<file path="config.mk">
export PLATFORM = sky130hd
export DESIGN_NAME = sprite_dma
export DESIGN_NICKNAME = d
export VERILOG_FILES = /design/src/rtl/sprite_dma_pkg.sv /design/src/rtl/sprite_dma_ctrl.sv /design/src/rtl/sprite_dma_path.sv /design/src/rtl/sprite_dma.sv
export SDC_FILE = /design/constraint.sdc
export NUM_CORES = 1
export LEC_CHECK = 0
export ABC_AREA = 1
export BUFFER_PORTS_ARGS = -buffer_cell sky130_fd_sc_hd__buf_4
export CAP_MARGIN = 20
export CORE_MARGIN = 4
export CORE_UTILIZATION = 45
export DETAILED_ROUTE_END_ITERATION = 8
export GPL_ROUTABILITY_DRIVEN = 0
export GPL_TIMING_DRIVEN = 0
export HOLD_SLACK_MARGIN = 0.1
export PLACE_DENSITY = 0.87
export RECOVER_POWER = 25
export SLEW_MARGIN = 0
export SYNTH_ARGS = -nofsm -noshare
export SYNTH_HDL_FRONTEND = slang
export SYNTH_SLANG_ARGS = --single-unit
</file>
<file path="constraint.sdc">
create_clock -name clk -period 3.4 [get_ports clk]
set_clock_uncertainty 0.2 [all_clocks]
set_input_delay 0 -clock clk [delete_from_list [all_inputs] [get_ports clk]]
set_output_delay 0 -clock clk [all_outputs]
set_load 0.03 [all_outputs]
</file>
<file path="src/rtl/sprite_dma_pkg.sv">
package sprite_dma_pkg;

  // Strobes from control to datapath for one cycle
  typedef struct packed {
    logic start;   // load page, clear both offsets
    logic rdStep;  // a read is issued this cycle
    logic wrStep;  // a write is issued this cycle
  } dmaStrobes_t;

endpackage

</file>
<file path="src/rtl/sprite_dma_ctrl.sv">
module sprite_dma_ctrl
  import sprite_dma_pkg::*;
#(
  parameter int ADDR_W = 16,
  parameter logic [ADDR_W-1:0] TRIG_ADDR = 16'hFF46
) (
  input  logic              clk,
  input  logic              rstN,
  input  logic              cpuWrEn,
  input  logic [ADDR_W-1:0] cpuWrAddr,
  input  logic              rdLast,
  output dmaStrobes_t       strobes,
  output logic              rdActive,
  output logic              wrActive,
  output logic              busy
);

  logic trig;

  assign trig = cpuWrEn && (cpuWrAddr == TRIG_ADDR);

  // Read stage runs from the trigger until the last offset is issued
  always_ff @(posedge clk or negedge rstN) begin
    if (!rstN) begin
      rdActive <= 1'b0;
    end else if (trig) begin
      rdActive <= 1'b1;
    end else if (rdActive && rdLast) begin
      rdActive <= 1'b0;
    end
  end

  // Write stage trails the read stage by one cycle; a restart drops it
  always_ff @(posedge clk or negedge rstN) begin
    if (!rstN) begin
      wrActive <= 1'b0;
    end else if (trig) begin
      wrActive <= 1'b0;
    end else begin
      wrActive <= rdActive;
    end
  end

  always_comb begin
    strobes.start  = trig;
    strobes.rdStep = rdActive;
    strobes.wrStep = wrActive;
  end

  assign busy = rdActive || wrActive;


  trig_starts_chk: assert property (@(posedge clk) disable iff (!rstN)
    trig |=> (rdActive && !wrActive));


  read_stops_chk: assert property (@(posedge clk) disable iff (!rstN)
    (rdActive && rdLast && !trig) |=> !rdActive);


  busy_tail_chk: assert property (@(posedge clk) disable iff (!rstN)
    $fell(busy) |-> ($past(wrActive) && !$past(rdActive)));


  restart_drop_chk: assert property (@(posedge clk) disable iff (!rstN)
    (trig && rdActive) |=> !wrActive);

endmodule

</file>
<file path="src/rtl/sprite_dma_path.sv">
module sprite_dma_path
  import sprite_dma_pkg::*;
#(
  parameter int ADDR_W     = 16,
  parameter int DATA_W     = 8,
  parameter int XFER_LEN   = 160,
  parameter int PAGE_SHIFT = 8,
  parameter logic [ADDR_W-1:0] DEST_BASE = 16'hFE00
) (
  input  logic              clk,
  input  logic              rstN,
  input  dmaStrobes_t       strobes,
  input  logic [DATA_W-1:0] cpuWrData,
  input  logic [DATA_W-1:0] srcRdData,
  output logic              rdLast,
  output logic [ADDR_W-1:0] srcRdAddr,
  output logic [ADDR_W-1:0] sprWrAddr,
  output logic [DATA_W-1:0] sprWrData
);

  localparam int OFF_W = (XFER_LEN > 1) ? $clog2(XFER_LEN) : 1;
  localparam logic [OFF_W-1:0] LAST_OFF = OFF_W'(XFER_LEN - 1);
  localparam logic [ADDR_W-1:0] DEST_END = ADDR_W'(DEST_BASE + XFER_LEN - 1);

  generate
    if (XFER_LEN > (1 << PAGE_SHIFT)) begin : g_len_bad
      $error("copy length exceeds one source page");
    end
  endgenerate

  logic [DATA_W-1:0] pageQ;
  logic [OFF_W-1:0]  rdOff;
  logic [OFF_W-1:0]  wrOff;

  always_ff @(posedge clk or negedge rstN) begin
    if (!rstN) begin
      pageQ <= '0;
      rdOff <= '0;
      wrOff <= '0;
    end else if (strobes.start) begin
      pageQ <= cpuWrData;
      rdOff <= '0;
      wrOff <= '0;
    end else begin
      if (strobes.rdStep) rdOff <= (rdOff == LAST_OFF) ? '0 : rdOff + 1'b1;
      if (strobes.wrStep) wrOff <= wrOff + 1'b1;
    end
  end

  assign rdLast    = (rdOff == LAST_OFF);
  assign srcRdAddr = (ADDR_W'(pageQ) << PAGE_SHIFT) | ADDR_W'(rdOff);
  assign sprWrAddr = DEST_BASE + ADDR_W'(wrOff);
  assign sprWrData = srcRdData;


  rd_addr_step_chk: assert property (@(posedge clk) disable iff (!rstN)
    (strobes.rdStep && !rdLast && !strobes.start) |=> (srcRdAddr == $past(srcRdAddr) + 1'b1));


  rd_addr_base_chk: assert property (@(posedge clk) disable iff (!rstN)
    strobes.start |=> (srcRdAddr == (ADDR_W'($past(cpuWrData)) << PAGE_SHIFT)));


  wr_range_chk: assert property (@(posedge clk) disable iff (!rstN)
    strobes.wrStep |-> (sprWrAddr >= DEST_BASE && sprWrAddr <= DEST_END));


  wr_follows_rd_chk: assert property (@(posedge clk) disable iff (!rstN)
    (strobes.rdStep && !strobes.start) |=>
      ((sprWrAddr - DEST_BASE) == ($past(srcRdAddr) - (ADDR_W'($past(pageQ)) << PAGE_SHIFT))));

endmodule

</file>
<file path="src/rtl/sprite_dma.sv">
module sprite_dma
  import sprite_dma_pkg::*;
#(
  parameter int ADDR_W     = 16,
  parameter int DATA_W     = 8,
  parameter int XFER_LEN   = 160,
  parameter int PAGE_SHIFT = 8,
  parameter logic [ADDR_W-1:0] TRIG_ADDR = 16'hFF46,
  parameter logic [ADDR_W-1:0] DEST_BASE = 16'hFE00
) (
  input  logic              clk,
  input  logic              rstN,
  input  logic              cpuWrEn,
  input  logic [ADDR_W-1:0] cpuWrAddr,
  input  logic [DATA_W-1:0] cpuWrData,
  output logic              srcRdEn,
  output logic [ADDR_W-1:0] srcRdAddr,
  input  logic [DATA_W-1:0] srcRdData,
  output logic              sprWrEn,
  output logic [ADDR_W-1:0] sprWrAddr,
  output logic [DATA_W-1:0] sprWrData,
  output logic              busy
);

  dmaStrobes_t strobes;
  logic rdLast;
  logic rdActive;
  logic wrActive;

  sprite_dma_ctrl #(
    .ADDR_W   (ADDR_W),
    .TRIG_ADDR(TRIG_ADDR)
  ) i_ctrl (
    .clk      (clk),
    .rstN     (rstN),
    .cpuWrEn  (cpuWrEn),
    .cpuWrAddr(cpuWrAddr),
    .rdLast   (rdLast),
    .strobes  (strobes),
    .rdActive (rdActive),
    .wrActive (wrActive),
    .busy     (busy)
  );

  sprite_dma_path #(
    .ADDR_W    (ADDR_W),
    .DATA_W    (DATA_W),
    .XFER_LEN  (XFER_LEN),
    .PAGE_SHIFT(PAGE_SHIFT),
    .DEST_BASE (DEST_BASE)
  ) i_path (
    .clk      (clk),
    .rstN     (rstN),
    .strobes  (strobes),
    .cpuWrData(cpuWrData),
    .srcRdData(srcRdData),
    .rdLast   (rdLast),
    .srcRdAddr(srcRdAddr),
    .sprWrAddr(sprWrAddr),
    .sprWrData(sprWrData)
  );

  assign srcRdEn = rdActive;
  assign sprWrEn = wrActive;


  wr_after_rd_chk: assert property (@(posedge clk) disable iff (!rstN)
    (srcRdEn && !(cpuWrEn && cpuWrAddr == TRIG_ADDR)) |=> sprWrEn);


  quiet_idle_chk: assert property (@(posedge clk) disable iff (!rstN)
    !busy |-> (!srcRdEn && !sprWrEn));

endmodule

</file>
* Word-level counts from Yosys, hierarchy flattened
Index checks and enable logic that the tools add are counted.
Widths: inputs -> output; s select.
** Operators by class
- Equality and inequality tests :: 2
- Add/sub/neg operators :: 3
- Reduce and logical (&&, ||, !) cells :: 6
- Bitwise operators :: 1
- Muxes and demuxes :: 8
** Operator list (count)
- $mux 8 :: 5
- $add 8x1->8 const B :: 2
- $eq 16x16->1 const B :: 1
- $or 16x8->16 :: 1
- $add 10x9->11 const A :: 1
- $eq 8x8->1 const B :: 1
- $reduce_bool 2->1 :: 3
- $mux 1 :: 3
- $logic_and 1x1->1 :: 2
- $logic_or 1x1->1 :: 1
** Storage, ports and cells
- Input bits :: 35
- Bits in registers :: 26

* Logic depth before layout (Yosys ltp)
- Depth after elaboration :: 4
- Gate-level depth with buffers :: 9

* Modules after synthesis
A second synthesis with hierarchy kept.
** Unflattened totals
- Cells, all modules :: 195
- Area total of the unflattened synthesis :: 1490.2 um^2
** Modules (own cells, without submodules)
- sprite_dma_path :: cells an instance 169, sequential area each 600.6 um^2, area each 1310.0 um^2, instances 1
- sprite_dma_ctrl :: cells an instance 26, sequential area each 50.0 um^2, area each 180.2 um^2, instances 1

* Worst setup path before layout
Ideal clock, no wire load.
- Path kind :: reg2reg
- Start point :: register i_path.rdOff[0]
- End point :: register i_path.rdOff[7]
- Arrival time :: 1.321 ns
- Clock period less this slack :: 1.639 ns
- Path slack :: 1.761 ns
- Library setup time :: 0.118 ns
- Stages on the path, launching flop included :: 9
- Required time :: 3.082 ns
- Cell sequence :: dfrtp_1 ha_1 nand2_1 inv_1 nand2_1 o21ai_0 nor2_1 nand2_1 nand2_1
** Between the ends
- Longest elaborated chain between the ends :: 4
** Ends and longest elaborated chain
- start: declaration :: line sprite_dma_path.sv:32 : logic [OFF_W-1:0] rdOff;
- start signal: assignment :: line sprite_dma_path.sv:45 : if (strobes.rdStep) rdOff <= (rdOff == LAST_OFF) ? '0 : rdOff + 1'b1;
- $add 8x1->8 / $eq 8x8->1 (equally long branches) :: line sprite_dma_path.sv:45
- $mux 8 * (2 in series) :: line sprite_dma_path.sv:45
- $mux 8 * :: line sprite_dma_path.sv:40 : end else if (strobes.start) begin
Every way passes the cells marked *; elsewhere a longest branch is shown, timed or not. The select of a mux whose other input is x is not followed.
A chain may end at the register's enable or synchronous reset.

* Worst setup path after layout
- Start point :: input port cpuWrAddr[15]
- End point :: register i_path.pageQ[6]
** Between the ends
- Longest elaborated chain between the ends :: 2
** Ends and longest elaborated chain
- start: declaration :: line sprite_dma.sv:14 : input logic [ADDR_W-1:0] cpuWrAddr,
- $eq 16x16->1 :: line sprite_dma_ctrl.sv:20 : assign trig = cpuWrEn && (cpuWrAddr == TRIG_ADDR);
- $logic_and 1x1->1 :: line sprite_dma_ctrl.sv:20
- end signal: assignment :: line sprite_dma_path.sv:41 : pageQ <= cpuWrData;
- end: declaration :: line sprite_dma_path.sv:31 : logic [DATA_W-1:0] pageQ;
No other way between the ends.

==> metrics <==
outcome completed; CORE AREA 3130 um^2; dpl hpwl 2890 um; top post-synthesis cells by count nand2_1, nor2_1, dfrtp_1; Async S/R FF share, synth 1.00; first-pass GRT wire length 8150 um; leading area contributor after synthesis dfrtp_1; Hold Crit Depth 8; #FFs+latches synth 26; diodes inserted 0; crit path time final 3.05 ns; IO Port Bufs 61; hold_sp cpuWrAddr[7]; class of the worst hold path in -> reg; top fanout value on the critical path 9; Setup Buffers After CTS 0; Flop pwr share 0.405; DRC 0; CTS tree yes; switching share of power 0.371; reg-to-reg startpoint i_path.rdOff[0]; total grt overflow 0; largest net degree at the start of global routing 27; post-synthesis adder-cell area fraction 0.0165; H-tree depth 1; GRT Overall Usage 0.241; ANT nets after route 0; critical path required time 3.48 ns; FF-to-FF setup slack 1.75 ns; peak supply drop 0.200 mV; Crit Path Category in -> reg; TNS Setup 0 ns; vias per cell 4.90; Compound-Gate Fraction of Synth Area 0.0215; post-route cell area 2540 um^2; Starting Density 0.485; max-slew violations 0; Clock transition at path regs 0.15 ns; XOR/XNOR Fraction of Synth Area 0.0231; multi-input logic area 664 um^2; FP Rows 20; most frequent cell after synthesis nand2_1; Unique masters post-synth 23; clock power share 0.223; via count 1807; Area contributors post-synth dfrtp_1, nand2_1, buf_4; Die ar. 4360 um^2; critical path arrival 3.13 ns; synthesized area 1520 um^2; PD cells 386 nW/um^2; Synth Area in Simple Gates 0.357; Reg area 651 um^2; vias in the first global route 1844; Hold Path Sink i_path.rdOff[6]; initial antenna violation count 0; Main synth FF type dfrtp_1; Worst-Skew Late Latency 0.33 ns; area share of the largest cell type after synthesis 0.429; Least-Margin Pin Slew 1.40 ns; Worst Reg2Reg Path Length in Cells 8; fmax 328 MHz; Cells after Synth 208; total of max-cap violations 0; clock buffer depth 2; Setup WS post-layout 0.355 ns; sw power 0.363 mW; Yosys warning total 0; Placed Area 2050 um^2; clk root buf clkbuf_4; Rel. slew slack 0.0659; sequential area share after synthesis 0.429; Setup Viol. Count Final 0; layout cells sized above 1 0.265; die height 66.1 um; io pins 78; WL per Instance 13.2 um; Fin. Hold Viols 0; Logic pwr share 0.372; WL final 4860 um; number of synthesized flops with an enable pin 0; largest family of logic cells by synthesized area simple AND/OR/NAND/NOR gates; final layout net count 363; die width 66.1 um; Final period util 0.896; total power 0.979 mW; Lkg Pwr 1.33 nW; Layout area overhead 67.2%; startpoint types input port; CP Capture Type flop; total CTS buffers 3; Mean Syn Cell Area 7.29 um^2; Detailed Route Iter0 Violations 109; crit path launch cpuWrAddr[15]; Layout Utilization 0.811; unrepaired setup endpoints after global routing no; Layout fillers 203; pre-CTS setup slack 1.82 ns; mux share of post-synthesis cell area 0; Pint 0.616 mW; # clock sinks 26; reg2reg end i_path.rdOff[7]; 1st-pass router iterations 4
[cell usage in the layout (no fill, tap or decap)]
| cell type | instances |
|---|---|
| buf_4 | 70 |
| nand2_1 | 66 |
| dlygate4sd3_1 | 45 |
| nor2_1 | 27 |
| dfrtp_1 | 26 |
| inv_1 | 21 |
| nand3_1 | 16 |
| nor3_1 | 8 |
| conb_1 | 8 |
| clkbuf_1 | 7 |
| nor2_2 | 5 |
| clkbuf_4 | 4 |
| xor2_1 | 3 |
| a21oi_1 | 3 |
| nand4_1 | 2 |
| buf_2 | 2 |
| ha_1 | 2 |
| inv_2 | 1 |
| nand3_2 | 1 |
| nor2_4 | 1 |
| buf_6 | 1 |
| xnor2_1 | 1 |
| nand3b_1 | 1 |
| o21bai_1 | 1 |
| o21ai_0 | 1 |
| o21ai_1 | 1 |
| bufinv_16 | 1 |
[routing by layer]
layer / wire, um / vias to the layer above / GRT usage
met5: 0 / - / 0
met3: 385 / 20 / 0.0391
met1: 1780 / 831 / 0.261
met4: 186 / 0 / 0.127
li1: - / 849 / -
met2: 2510 / 107 / 0.444
[timing repair]
item                      4_1_cts  5_1_grt
hold buffers                   46        0
hold endpoints to repair       54        0
resized for setup               0        0
[worst max path at each step]
stage	endpoint	slack, ns	cells past startpoint
2_1_floorplan	i_path.rdOff[7]	1.76	8
3_3_place_gp	i_path.rdOff[3]	1.86	8
3_5_place_dp	i_path.rdOff[7]	1.82	8
4_1_cts	i_path.pageQ[6]	0.46	11
5_1_grt	i_path.pageQ[6]	0.26	12
6_report	i_path.pageQ[6]	0.35	12
[worst max-delay path: stages]
cell and delay [ns]:
dlygate4sd3_1 0.53, buf_4 0.12, nand2_1 0.05, dlygate4sd3_1 0.56, nor2_2 0.12, nand3_2 0.09, nor2_4 0.21, buf_6 0.17
nand2_1 0.07, dlygate4sd3_1 0.57, nand2_1 0.08, dlygate4sd3_1 0.54
[power by group through the flow]
stage	clock network, mW	registers, mW	logic (mW)
after floorplan	0	0.477	0.127
after global placement	0	0.398	0.327
after detailed placement	0	0.400	0.337
after CTS	0.217	0.395	0.364
after global routing	0.231	0.406	0.392
final	0.218	0.397	0.364
[registers in the layout, summed over array words and instances, names as in the netlist]
register and count:
i_path.rdOff 8, i_path.wrOff 8, i_ctrl.wrActive 1, i_ctrl.rdActive 1
i_path.pageQ 8
[stage by stage]
| step | instances | hold slack, ns |
|---|---|---|
| 2_1_floorplan | 214 | -0.496 |
| 3_3_place_gp | 319 | -0.276 |
| 3_5_place_dp | 319 | -0.274 |
| 4_1_cts | 369 | 0.102 |
| 5_1_grt | 369 | 0.152 |
| 6_report | 369 | 0.107 |
[kinds of logic (layout without fill, tap and decap cells)]
group,count (synthesis),after routing
and+or+nand+nor,127,127
AOI/OAI and AO/OA,6,6
other,2,8
DFF,26,26
adders and majority gates,2,2
buffers and inverters,41,152
xor gates and xnor gates,4,4
[layout make-up]
type | count | area share
multi-input cells | 147 | 0.262
clock buffers | 3 | 0.00888
clock inverters | 1 | 0.0118
flip-flops and latches | 26 | 0.257
repair buffers | 107 | 0.351
well taps | 44 | 0.0217
plain buffers | 19 | 0.0557
inverters | 22 | 0.0326
No activity file was read; power rests on OpenSTA's default activity.
